$ cat src/rtl/pit_channel.sv
module pit_channel #(
  parameter int CW = 16,
  parameter int NW = 4
) (
  input  logic          clk,
  input  logic          rst_n,
  input  logic [NW:0]   clk_cfg,
  input  logic          ctrl_we,
  input  logic [5:0]    ctrl_wdata,
  output logic [5:0]    ctrl_q,
  input  logic [CW-1:0] interval,
  input  logic [3*CW-1:0] match_vals,
  input  logic [5:0]    ien,
  input  logic          stat_rd,
  output logic [CW-1:0] count,
  output logic [5:0]    status,
  output logic          irq
);
  localparam int DIVW = 2**NW;
  localparam int NM = 3;

  logic [5:0]      ctrl_r;
  logic [CW-1:0]   cnt_r;
  logic [DIVW-1:0] pre_r;
  logic [4:0]      flags_r;
  logic [NM-1:0]   hit;

  wire run   = !ctrl_r[0];
  wire imode = ctrl_r[1];
  wire down  = ctrl_r[2];
  wire men   = ctrl_r[3];

  wire [NW:0]   shamt = {1'b0, clk_cfg[NW:1]} + {{NW{1'b0}}, 1'b1};
  wire [DIVW:0] span  = ({{DIVW{1'b0}}, 1'b1} << shamt) - {{DIVW{1'b0}}, 1'b1};
  wire [DIVW-1:0] pmask = span[DIVW-1:0];
  wire tick = run && (!clk_cfg[0] || ((pre_r & pmask) == pmask));

  wire [CW-1:0] top = imode ? interval : {CW{1'b1}};
  wire wrap_up = cnt_r >= top;
  wire wrap_dn = cnt_r == '0;
  wire wrap    = down ? wrap_dn : wrap_up;
  wire [CW-1:0] nxt = down ? (wrap_dn ? top : cnt_r - 1'b1)
                           : (wrap_up ? '0 : cnt_r + 1'b1);

  wire clr_w = ctrl_we && ctrl_wdata[4];
  wire step  = tick && !clr_w;

  for (genvar i = 0; i < NM; i++) begin : g_cmp
    wire [CW-1:0] mv = match_vals[i*CW +: CW];
    assign hit[i] = step && men && (nxt == mv) && (!imode || mv <= interval);
  end

  wire [4:0] set = {step && wrap && !imode, hit, step && wrap && imode};
  wire [4:0] flags_n = (stat_rd ? 5'd0 : flags_r) | set;

  always_ff @(posedge clk or negedge rst_n) begin
    if (!rst_n) begin
      ctrl_r  <= 6'h21;
      cnt_r   <= '0;
      pre_r   <= '0;
      flags_r <= '0;
    end else begin
      flags_r <= flags_n;
      if (ctrl_we) ctrl_r <= ctrl_wdata & 6'h2F;
      if (clr_w) begin
        cnt_r <= '0;
        pre_r <= '0;
      end else begin
        if (run) pre_r <= pre_r + 1'b1;
        if (step) cnt_r <= nxt;
      end
    end
  end

  assign ctrl_q = ctrl_r;
  assign count  = cnt_r;
  assign status = {1'b0, flags_r};
  assign irq    = |({1'b0, flags_r} & ien);
endmodule

$ cat config.mk
export PLATFORM = sky130hd
export DESIGN_NAME = pit_channel
export DESIGN_NICKNAME = d
export VERILOG_FILES = /design/src/rtl/pit_channel.sv
export SDC_FILE = /design/constraint.sdc
export NUM_CORES = 1
export LEC_CHECK = 0
export CORE_ASPECT_RATIO = 2
export CORE_MARGIN = 3
export CORE_UTILIZATION = 40
export DETAILED_ROUTE_END_ITERATION = 10
export PLACE_DENSITY = 0.69
export SYNTH_ARGS = -nofsm -noshare
export SYNTH_HDL_FRONTEND = slang
export SYNTH_SLANG_ARGS = --single-unit
$ cat constraint.sdc
create_clock -name clk -period 4 [get_ports clk]
set_clock_uncertainty 0.2 [all_clocks]
set_input_delay 1 -clock clk [delete_from_list [all_inputs] [get_ports clk]]
set_output_delay 1 -clock clk [all_outputs]
set_load 0.02 [all_outputs]
==> flow_metrics.py <==
metrics = {
    "status": {
        "outcome": "finished, final reports clean",
    },
    "floorplan": {
        "die-width_um": 91.51,
        "ios": 114,
        "core_region_area_sq_mm": 0.01412,
        "initial_core_util": 0.4143,
        "rows": 61,
        "die_area_sq_mm": 0.01620,
        "fp.dieH_um": 177.0,
    },
    "timing": {
        "slew_headroom": 0.3379,
        "rsz0062_at_grt": "yes",
        "finalHoldWorstSlack_ns": 0.3534,
        "max_slew.worst_pin.slew_ns": 0.9932,
        "clock.fmax_ghz": 0.2543,
        "period_share": 0.9831,
        "finalHoldViolations": 0,
        "drv_slew": 0,
        "setup_violations": 0,
        "post-route-min-period_ns": 3.932,
    },
    "cts": {
        "cts_num_sinks": 42,
        "htreeDepth": 2,
        "path_clk_slew_ns": 0.07,
        "cts_buffer_depth": 2,
        "cts_tree": "built",
        "cts_buffers": 5,
        "clk_latency_ns": 0.30,
        "postCtsHoldBufs": 0,
        "cts-root-buf": "clkbuf_16",
    },
    "worst_setup_path": {
        "r2r_slack_ns": 0.22,
        "reg2reg_from": "count[0]",
        "crit_arrival_ns": 3.94,
        "startpoint": "clk_cfg[3]",
        "critPathLaunchType": "input port",
        "crit_path_end_kind": "register",
        "crit_fanout": 3,
        "r2r_end": "flags_r[3]",
        "worstPathRequired_ns": 4.01,
        "crit_type": "input port to register",
        "reg2reg_depth": 11,
        "endpoint": "flags_r[2]",
    },
    "synth": {
        "synth_edf_count": 0,
        "ys_async_sr_fraction": 1.000,
        "synth_top_cell_by_area": "dfrtp_1",
        "avgSynthCellArea_sq_um": 7.577,
        "synth.most_common_cell": "nor2_1",
        "synth.distinct_cells": 82,
        "ys_seq_elements": 42,
        "ys.flop_type": "dfrtp_1",
        "synthTopCellsByArea": "dfrtp_1, ha_1, nor2_1",
        "synth.top_cell.area_share": 0.1711,
        "ys_seq_area_frac": 0.1801,
        "synth_cells": 772,
        "synth_area_sq_mm": 0.005849,
        "synth_common_cells": "nor2_1, ha_1, nand2_1",
        "yosysWarnings": 0,
    },
    "global_route": {
        "grt_max_degree": 43,
        "antenna_found_initial": 0,
        "grt_pass1_vias": 7247,
        "grtUsageTotal": 0.3120,
        "grt_pass1_wl_mm": 38.65,
        "overflow": 0,
    },
    "detailed_routing": {
        "viasPerCell": 6.101,
        "wl_mm": 25.66,
        "wire_per_inst_um": 21.93,
        "firstDrtPassIters": 5,
        "ant_nets": 0,
        "drt_iter0_drc": 524,
        "drc": 0,
        "vias": 7138,
    },
    "final_layout": {
        "fillers": 1349,
        "final_cells": 1170,
        "fin_area_sq_mm": 0.008353,
        "antenna_cells": 0,
        "drive_above_1_share": 0.2069,
        "nNetsFinal": 1134,
        "syn2layout_area_growth_pct": 42.80,
        "utilization": 0.5916,
    },
    "pwr": {
        "p_leak_nw": 3.629,
        "vdd_drop_max_v": 0.0001818,
        "power.density_cell_area_mw_per_mm2": 347.1,
    },
    "place": {
        "place_inst": 1159,
        "dpl_cell_area_sq_mm": 0.007983,
        "port_buffers": 110,
        "gp_congestion": 0.9891,
        "dp_hpwl_mm": 21.08,
    },
    "flow_run": {
        "drv_cap": 0,
    },
    "worst_hold_path": {
        "hold_class": "register to register",
    },
}
## layout make-up
type                       count  area [sq um]  area share
clock buffer                   5         125.1     0.01498
clock inverter                 3         23.77    0.002846
inverter                      42         157.7     0.01887
multi-input combinational    648          4686      0.5610
sequential                    42          1054      0.1261
tap                          189         236.5     0.02831
timing repair buffer         241          2071      0.2479
## per-layer routing
metal  part of all wire  vias to the layer above  track usage
met4               0.11                        0       0.2897
li1                   -                     3301            -
met3              0.056                      150      0.03745
met2               0.52                      369       0.5643
met1               0.32                     3318       0.2992
met5                  0                        -            0
## worst max-delay path: stages
cell and delay [ns]:
clkdlybuf4s15_2 0.19, or4_4 0.51, ha_4 0.29, nor2_2 0.04, nor3b_2 0.20, o311ai_1 0.14, a2111oi_2 0.29, a41o_1 0.28
nand3_2 0.16, a2111oi_4 0.29, nand4_1 0.24, o32ai_2 0.30
## where the power goes
part	switching (W)	internal (W)
combinational	0.00105	0.000836
clock	0.000188	0.000234
sequential	0.000116	0.000476
## placed cells by master (no fill, tap or decap), types with 35 or more instances in the layout
cell type,count
nor2_1,77
nand3_1,36
buf_4,129
dfrtp_1,40
ha_1,68
inv_1,42
a21oi_1,43
clkdlybuf4s50_1,90
nand2_1,53
o21ai_0,35
## metrics by stage
| stage | setup slack (ns) | setup TNS [ns] | power (W) |
|---|---|---|---|
| after global placement | -0.8669 | -9.029 | 0.002335 |
| after global routing | -0.01800 | -0.02313 | 0.003053 |
| after CTS | 0.0007359 | 0 | 0.002832 |
| after detailed placement | -0.9189 | -10.04 | 0.002351 |
| after floorplan | 0.001491 | 0 | 0.001550 |
| final | 0.06768 | 0 | 0.002899 |
## worst min-delay path by stage
stage	startpoint	endpoint	slack [ns]	cells past startpoint
global placement	pre_r[15]	pre_r[15]	0.32	2
global route	pre_r[15]	pre_r[15]	0.36	2
floorplan	pre_r[15]	pre_r[15]	0.30	2
detailed placement	pre_r[15]	pre_r[15]	0.33	2
CTS	pre_r[15]	pre_r[15]	0.35	2
finish	pre_r[15]	pre_r[15]	0.35	2
## state kept, by name, indices dropped and copies added, names as in the netlist
| name | flops |
|---|---|
| count | 16 |
| pre_r | 16 |
| ctrl_q | 5 |
| flags_r | 5 |
## repair_timing
item	CTS	global route
resized for setup	64	13
setup buffers	3	0
setup endpoints to repair	21	3
pin swaps	27	13
## cells by family (layout without fill, tap and decap cells)
| kind of cell | count (synthesis) | after routing | share of synthesized area |
|---|---|---|---|
| XOR/XNOR | 56 | 56 | 0.08513 |
| AND/OR/NAND/NOR | 301 | 301 | 0.2648 |
| multiplexers | 13 | 13 | 0.02310 |
| buffers and inverters | 83 | 291 | 0.05818 |
| AO/OA/AOI/OAI | 206 | 206 | 0.2398 |
| adder cells (fa/ha/maj) | 69 | 69 | 0.1476 |
| other | 2 | 3 | 0.001284 |
| flip-flops | 42 | 42 | 0.1801 |
(Power assumes the default switching activity.)
